$ cat src/rtl/cfg_port_pkg.sv
package cfg_port_pkg;

  localparam int FRAME_BITS = 9;
  localparam int PAY_W      = FRAME_BITS - 1;
  localparam int CNT_W      = $clog2(FRAME_BITS + 1);

  localparam int POS_BIPOLAR  = 7;
  localparam int POS_WIDE     = 6;
  localparam int POS_PWRDN    = 5;
  localparam int POS_STRAIGHT = 2;

  // positions a frame may not touch
  localparam logic [PAY_W-1:0] RSV_MASK = 8'b0001_1011;

  typedef enum logic [1:0] {
    FR_IDLE   = 2'd0,
    FR_SHIFT  = 2'd1,
    FR_REJECT = 2'd2,
    FR_DONE   = 2'd3
  } frame_st_e;

  typedef enum logic [1:0] {
    RNG_UNI_5  = 2'b00,
    RNG_UNI_10 = 2'b01,
    RNG_BI_5   = 2'b10,
    RNG_BI_10  = 2'b11
  } range_e;

  function automatic range_e range_of(input logic bip, input logic wide);
    range_e r;
    unique case ({bip, wide})
      2'b00:   r = RNG_UNI_5;
      2'b01:   r = RNG_UNI_10;
      2'b10:   r = RNG_BI_5;
      default: r = RNG_BI_10;
    endcase
    return r;
  endfunction

  function automatic logic [PAY_W-1:0] cfg_merge(input logic [PAY_W-1:0] old_v,
                                                 input logic [PAY_W-1:0] new_v);
    return (old_v & RSV_MASK) | (new_v & ~RSV_MASK);
  endfunction

endpackage

$ cat src/rtl/cfg_sync_bit.sv
module cfg_sync_bit #(
  parameter int   STAGES  = 2,
  parameter logic RST_VAL = 1'b0
) (
  input  logic clk,
  input  logic rst_n,
  input  logic d_i,
  output logic q_o
);
  logic [STAGES-1:0] chain_q;

  always_ff @(posedge clk or negedge rst_n) begin
    if (!rst_n) chain_q <= {STAGES{RST_VAL}};
    else        chain_q <= {chain_q[STAGES-2:0], d_i};
  end

  assign q_o = chain_q[STAGES-1];
endmodule

$ cat src/rtl/cfg_sync_edge.sv
module cfg_sync_edge #(
  parameter int STAGES = 2
) (
  input  logic clk,
  input  logic rst_n,
  input  logic sclk_i,
  input  logic sdata_i,
  input  logic cs_n_i,
  input  logic inv_i,
  output logic sdata_s_o,
  output logic cs_n_s_o,
  output logic act_edge_o
);
  localparam int NSIG = 3;
  localparam logic [NSIG-1:0] RST_VALS = 3'b100; // cs_n idles high

  logic [NSIG-1:0] raw_in;
  logic [NSIG-1:0] synced;
  logic            sclk_s, sclk_prev_q;
  logic            rise_w, fall_w;

  assign raw_in = {cs_n_i, sdata_i, sclk_i};

  for (genvar g = 0; g < NSIG; g++) begin : g_sync
    cfg_sync_bit #(.STAGES(STAGES), .RST_VAL(RST_VALS[g])) u_sync (
      .clk  (clk),
      .rst_n(rst_n),
      .d_i  (raw_in[g]),
      .q_o  (synced[g])
    );
  end

  assign sclk_s    = synced[0];
  assign sdata_s_o = synced[1];
  assign cs_n_s_o  = synced[2];

  always_ff @(posedge clk or negedge rst_n) begin
    if (!rst_n) sclk_prev_q <= 1'b0;
    else        sclk_prev_q <= sclk_s;
  end

  assign rise_w     = sclk_s & ~sclk_prev_q;
  assign fall_w     = ~sclk_s & sclk_prev_q;
  assign act_edge_o = inv_i ? fall_w : rise_w;

  AST_EDGE_POLARITY: assert property (@(posedge clk) disable iff (!rst_n)
    (act_edge_o && !inv_i) |-> sclk_s);
  AST_EDGE_FALLING: assert property (@(posedge clk) disable iff (!rst_n)
    (act_edge_o && inv_i) |-> !sclk_s);
endmodule

$ cat src/rtl/cfg_frame_shifter.sv
module cfg_frame_shifter
  import cfg_port_pkg::*;
(
  input  logic             clk,
  input  logic             rst_n,
  input  logic             enable_i,
  input  logic             cs_n_s_i,
  input  logic             sdata_s_i,
  input  logic             act_edge_i,
  output logic             commit_o,
  output logic [PAY_W-1:0] word_o
);
  localparam logic [CNT_W-1:0] LAST_CNT = CNT_W'(FRAME_BITS - 1);

  frame_st_e        state_q;
  logic [CNT_W-1:0] bit_cnt_q;
  logic [PAY_W-1:0] shreg_q;
  logic             live_edge;

  assign live_edge = act_edge_i && !cs_n_s_i && enable_i;

  always_ff @(posedge clk or negedge rst_n) begin
    if (!rst_n) begin
      state_q   <= FR_IDLE;
      bit_cnt_q <= '0;
      shreg_q   <= '0;
    end else if (cs_n_s_i || !enable_i) begin
      state_q   <= FR_IDLE;
      bit_cnt_q <= '0;
    end else if (act_edge_i) begin
      unique case (state_q)
        FR_IDLE: begin
          if (sdata_s_i) begin
            state_q   <= FR_SHIFT;
            bit_cnt_q <= CNT_W'(1);
          end else begin
            state_q   <= FR_REJECT;
          end
        end
        FR_SHIFT: begin
          shreg_q   <= {shreg_q[PAY_W-2:0], sdata_s_i};
          bit_cnt_q <= bit_cnt_q + CNT_W'(1);
          if (bit_cnt_q == LAST_CNT) state_q <= FR_DONE;
        end
        default: state_q <= state_q;
      endcase
    end
  end

  assign commit_o = live_edge && (state_q == FR_SHIFT) && (bit_cnt_q == LAST_CNT);
  assign word_o   = {shreg_q[PAY_W-2:0], sdata_s_i};

  AST_CS_CLEARS_COUNT: assert property (@(posedge clk) disable iff (!rst_n)
    cs_n_s_i |=> (bit_cnt_q == '0));
  AST_COMMIT_ENDS_FRAME: assert property (@(posedge clk) disable iff (!rst_n)
    commit_o |=> (state_q == FR_DONE));
  AST_COUNT_BOUND: assert property (@(posedge clk) disable iff (!rst_n)
    bit_cnt_q <= CNT_W'(FRAME_BITS));
  AST_REJECT_HOLDS: assert property (@(posedge clk) disable iff (!rst_n)
    (state_q == FR_REJECT && !cs_n_s_i && enable_i) |=> (state_q == FR_REJECT));
endmodule

$ cat src/rtl/cfg_reg_bank.sv
module cfg_reg_bank
  import cfg_port_pkg::*;
(
  input  logic             clk,
  input  logic             rst_n,
  input  logic             commit_i,
  input  logic [PAY_W-1:0] word_i,
  output logic [PAY_W-1:0] cfg_q_o
);
  logic [PAY_W-1:0] cfg_q;

  always_ff @(posedge clk or negedge rst_n) begin
    if (!rst_n)        cfg_q <= '0;
    else if (commit_i) cfg_q <= cfg_merge(cfg_q, word_i);
  end

  assign cfg_q_o = cfg_q;

  AST_HOLD_WITHOUT_COMMIT: assert property (@(posedge clk) disable iff (!rst_n)
    !commit_i |=> $stable(cfg_q));
  AST_RSV_KEPT: assert property (@(posedge clk) disable iff (!rst_n)
    commit_i |=> ((cfg_q & RSV_MASK) == ($past(cfg_q) & RSV_MASK)));
endmodule

$ cat src/rtl/cfg_serial_port.sv
module cfg_serial_port
  import cfg_port_pkg::*;
#(
  parameter int SYNC_STAGES = 2
) (
  input  logic       clk,
  input  logic       rst_n,
  input  logic       sw_mode,
  input  logic       cs_n,
  input  logic       sclk,
  input  logic       sdata,
  input  logic       sclk_inv,
  input  logic       pin_bipolar,
  input  logic       pin_wide,
  input  logic       pin_pwrdn,
  input  logic       pin_straight,
  output logic [1:0] range_code,
  output logic       bipolar,
  output logic       wide_span,
  output logic       power_down,
  output logic       straight_bin,
  output logic [7:0] cfg_word
);
  logic             sdata_s, cs_n_s, act_edge;
  logic             commit;
  logic [PAY_W-1:0] frame_word;
  logic [PAY_W-1:0] cfg_q;

  cfg_sync_edge #(.STAGES(SYNC_STAGES)) u_sync (
    .clk       (clk),
    .rst_n     (rst_n),
    .sclk_i    (sclk),
    .sdata_i   (sdata),
    .cs_n_i    (cs_n),
    .inv_i     (sclk_inv),
    .sdata_s_o (sdata_s),
    .cs_n_s_o  (cs_n_s),
    .act_edge_o(act_edge)
  );

  cfg_frame_shifter u_shift (
    .clk       (clk),
    .rst_n     (rst_n),
    .enable_i  (sw_mode),
    .cs_n_s_i  (cs_n_s),
    .sdata_s_i (sdata_s),
    .act_edge_i(act_edge),
    .commit_o  (commit),
    .word_o    (frame_word)
  );

  cfg_reg_bank u_bank (
    .clk     (clk),
    .rst_n   (rst_n),
    .commit_i(commit),
    .word_i  (frame_word),
    .cfg_q_o (cfg_q)
  );

  always_comb begin
    if (sw_mode) begin
      bipolar      = cfg_q[POS_BIPOLAR];
      wide_span    = cfg_q[POS_WIDE];
      power_down   = cfg_q[POS_PWRDN];
      straight_bin = cfg_q[POS_STRAIGHT];
    end else begin
      bipolar      = pin_bipolar;
      wide_span    = pin_wide;
      power_down   = pin_pwrdn;
      straight_bin = pin_straight;
    end
    range_code = range_of(bipolar, wide_span);
  end

  assign cfg_word = cfg_q;

  AST_HW_MODE_FROZEN: assert property (@(posedge clk) disable iff (!rst_n)
    !sw_mode |=> $stable(cfg_word));
  AST_DESELECT_NO_COMMIT: assert property (@(posedge clk) disable iff (!rst_n)
    cs_n_s |-> !commit);
endmodule

$ cat config.mk
export PLATFORM = sky130hd
export DESIGN_NAME = cfg_serial_port
export DESIGN_NICKNAME = d
export VERILOG_FILES = /design/src/rtl/cfg_port_pkg.sv /design/src/rtl/cfg_sync_bit.sv /design/src/rtl/cfg_sync_edge.sv /design/src/rtl/cfg_frame_shifter.sv /design/src/rtl/cfg_reg_bank.sv /design/src/rtl/cfg_serial_port.sv
export SDC_FILE = /design/constraint.sdc
export NUM_CORES = 1
export LEC_CHECK = 0
export BUFFER_PORTS_ARGS = -buffer_cell sky130_fd_sc_hd__clkbuf_2
export CAP_MARGIN = 20
export CORE_MARGIN = 5
export CORE_UTILIZATION = 45
export CTS_CLUSTER_SIZE = 40
export DETAILED_ROUTE_END_ITERATION = 10
export PLACE_DENSITY = 0.78
export SYNTH_ARGS = -nofsm -noshare
export SYNTH_HDL_FRONTEND = slang
export SYNTH_SLANG_ARGS = --single-unit
$ cat constraint.sdc
create_clock -name clk -period 1.8 [get_ports clk]
set_clock_uncertainty 0.15 [all_clocks]
set_input_delay 0.09 -clock clk [delete_from_list [all_inputs] [get_ports clk]]
set_output_delay 0.09 -clock clk [all_outputs]
set_load 0.005 [all_outputs]
==> flow_summary.yaml <==
setup_path:
  critPathSlowestCell: "dfrtp_1"
  required_ns: 1.86
  worstSetupPathType: "flip-flop to flip-flop"
  critPathMaxFanout: 10
  startpoint_type: "flip-flop"
  r2r_end: "u_shift.shreg_q[1]"
  crit_chain: "nor4bb_1, buf_4, o21ai_2, mux2_2"
  r2r_start: "u_sync.sclk_prev_q"
  ff2ff_path_depth: 4
  worst_setup_path_end_kind: "flip-flop"
  slowest_delay_ns: 0.44
  cp-startpoint: "u_sync.sclk_prev_q"
  cp_data_arrival_time_ns: 1.77
  r2r_slack_ns: 0.09
synthesis:
  synth_mux_area_share_pct: 14.7
  synthAdderAreaFrac_pct: 2.18
  synthFlopType: "dfrtp_1"
  ys_types: 30
  netlist.area_leader.share_pct: 48.0
  yosys-top-cells-count: "22 x dfrtp_1, 15 x mux2_2, 6 x buf_4"
  synthTopCellsByArea: "dfrtp_1 48%, mux2_2 15%, dfstp_2 4.6%"
  synth_edf_count: 0
  yosys.area_share.simple_pct: 12.4
  synth_compound_area_share_pct: 12.0
  synthArstFlopShare_pct: 100
  yosysSeqAreaShare_pct: 52.6
  synth_area_mm2: 0.00115
  synth_area_per_cell_um2: 12.6
  yosys_register_bits: 24
  yosys.area.top_type: "dfrtp_1"
  synthXorXnorAreaFrac_pct: 0
  yosysMostFrequentCell: "dfrtp_1"
  synth_top_family_by_area: "multiplexers"
  synth_cells: 91
  yosysWarnings: 0
timing:
  slew_violations: 0
  rsz0062_at_grt: "false"
  holdWs_ns: 0.127
  fin_ws_ns: 0.0875
  hold_viol_final: 0
  relSlewSlack_pct: 55.3
  period_minus_slack_ns: 1.71
  worst_pin_slew_ns: 0.669
  setup_viol: 0
  max_freq_ghz: 0.584
  period_share_pct: 95.1
  setup_tns_ns: 0
pwr:
  vdd.ir_drop.worst_mv: 0.589
  p_leak_nw: 0.657
  p_total_mw: 0.874
  p_per_area_mw_per_mm2: 659
detailed_routing:
  vias: 774
  drc_errors: 0
  avgRoutedWirePerCell_um: 14.1
  dr.pass1.iters: 4
  drtIter0Drc: 16
  detail-route-antenna-nets: 0
  routed_wl_um: 2060
  viasPerCell: 5.30
floorplan:
  core-area_mm2: 0.00245
  io-pin-count: 25
  placementRows: 18
  start_util_pct: 46.7
  die_h_um: 60.5
  fp.dieW_um: 60.5
  die-area_mm2: 0.00366
clock_network:
  cts_made_buffers: 3
  clk_latency_ns: 0.31
  cts_htree_levels: 1
  cts_tree: "done"
  cts_max_path_buffers: 2
  root_buffer: "clkbuf_4"
  cts_resized: 0
  clock_sinks: 24
  clk_pin_slew_worst_paths_ns: 0.13
placed_design:
  placed_area_mm2: 0.00126
  io_buffers: 20
  dp_cells: 138
  place_congestion: 0.824
  dp_hpwl_um: 1540
  dp_slack_ns: 0.0891
hold_path:
  min-delay-path-class: "input port to async pin"
global_route:
  grt_pass1_vias: 777
  grt_usage_pct: 12.9
  grt_antenna_before_repair: 0
  grt_max_degree: 25
  grt_pass1_wl_um: 3530
  gr-total-overflow: 0
final_layout:
  nFillCells: 209
  post-route-util_pct: 54.0
  antennaDiodeCount: 0
  drive_above_1_share_pct: 40.5
  nNetsFinal: 130
  syn2layout_area_growth_pct: 15.7
  stdcell_area_mm2: 0.00133
  final_cells: 146
run:
  cap_violations: 0
outcome:
  status: "finished, final reports clean"
## power breakdown
part	leakage (nW)	total [mW]	internal, mW	switching (mW)
registers	0.316	0.561	0.552	0.00942
clock network	0.0150	0.237	0.0864	0.151
logic	0.326	0.0756	0.0372	0.0384
total	0.657	0.874	0.676	0.198
## worst max-delay path, delay by kind of cell, from the launching register on
kind            cells  cell delay, ns
mux                 1            0.39
simple gates        1            0.15
buf+inv             1            0.17
compound gates      1            0.32
flops               1            0.44
## registers in the layout, indices dropped and copies added, names as in the netlist
name                          count
u_shift.shreg_q                   7
u_sync.g_sync.u_sync.chain_q      6
u_bank.cfg_q_o                    4
u_shift.bit_cnt_q                 4
u_shift.state_q                   2
u_sync.sclk_prev_q                1
## layout by cell type (no fill, tap or decap), types with 4 or more instances in the layout
| master | netlist | final |
|---|---|---|
| clkbuf_2 | 0 | 20 |
| conb_1 | 1 | 4 |
| o2111ai_1 | 4 | 4 |
| nor2b_1 | 4 | 4 |
| dfrtp_1 | 22 | 22 |
| mux2_2 | 15 | 15 |
| nand2_1 | 5 | 5 |
| dlygate4sd3_1 | 0 | 4 |
## final cells by class
| type | count | area (um2) | area share [%] |
|---|---|---|---|
| flip-flops and latches | 24 | 603 | 45.5 |
| multi-input cells | 59 | 489 | 36.9 |
| repair buffers | 27 | 163 | 12.3 |
| well taps | 30 | 37.5 | 2.83 |
| clock buffers | 4 | 26.3 | 1.98 |
| inverters | 2 | 7.51 | 0.566 |
## per-layer routing
layer | global-route usage (%) | routed length (um) | up-vias
met5 | 0 | 0 | -
met4 | 5.57 | 14 | 0
met3 | 1.91 | 82 | 2
met2 | 22.1 | 1180 | 18
met1 | 16.4 | 786 | 379
li1 | - | - | 375
## worst max path at each step
stage	to	depth (start not counted)
floorplan	u_shift.shreg_q[0]	3
global placement	u_shift.shreg_q[2]	4
detailed placement	u_shift.shreg_q[1]	4
CTS	u_shift.shreg_q[1]	4
global route	u_shift.shreg_q[0]	4
finish	u_shift.shreg_q[1]	4
## kinds of logic (layout without fill, tap and decap cells)
group	Yosys count	count (layout)
buffers and inverters	11	33
AO/OA/AOI/OAI	18	18
other	1	4
multiplexers	15	15
flip-flops	24	24
AND/OR/NAND/NOR	20	20
adder cells (fa/ha/maj)	2	2
## repair_timing
action,CTS,global route
endpoints found under the hold margin,27,0
setup buffers,0,0
hold buffers,4,0
No activity file was read; power rests on OpenSTA's default activity.
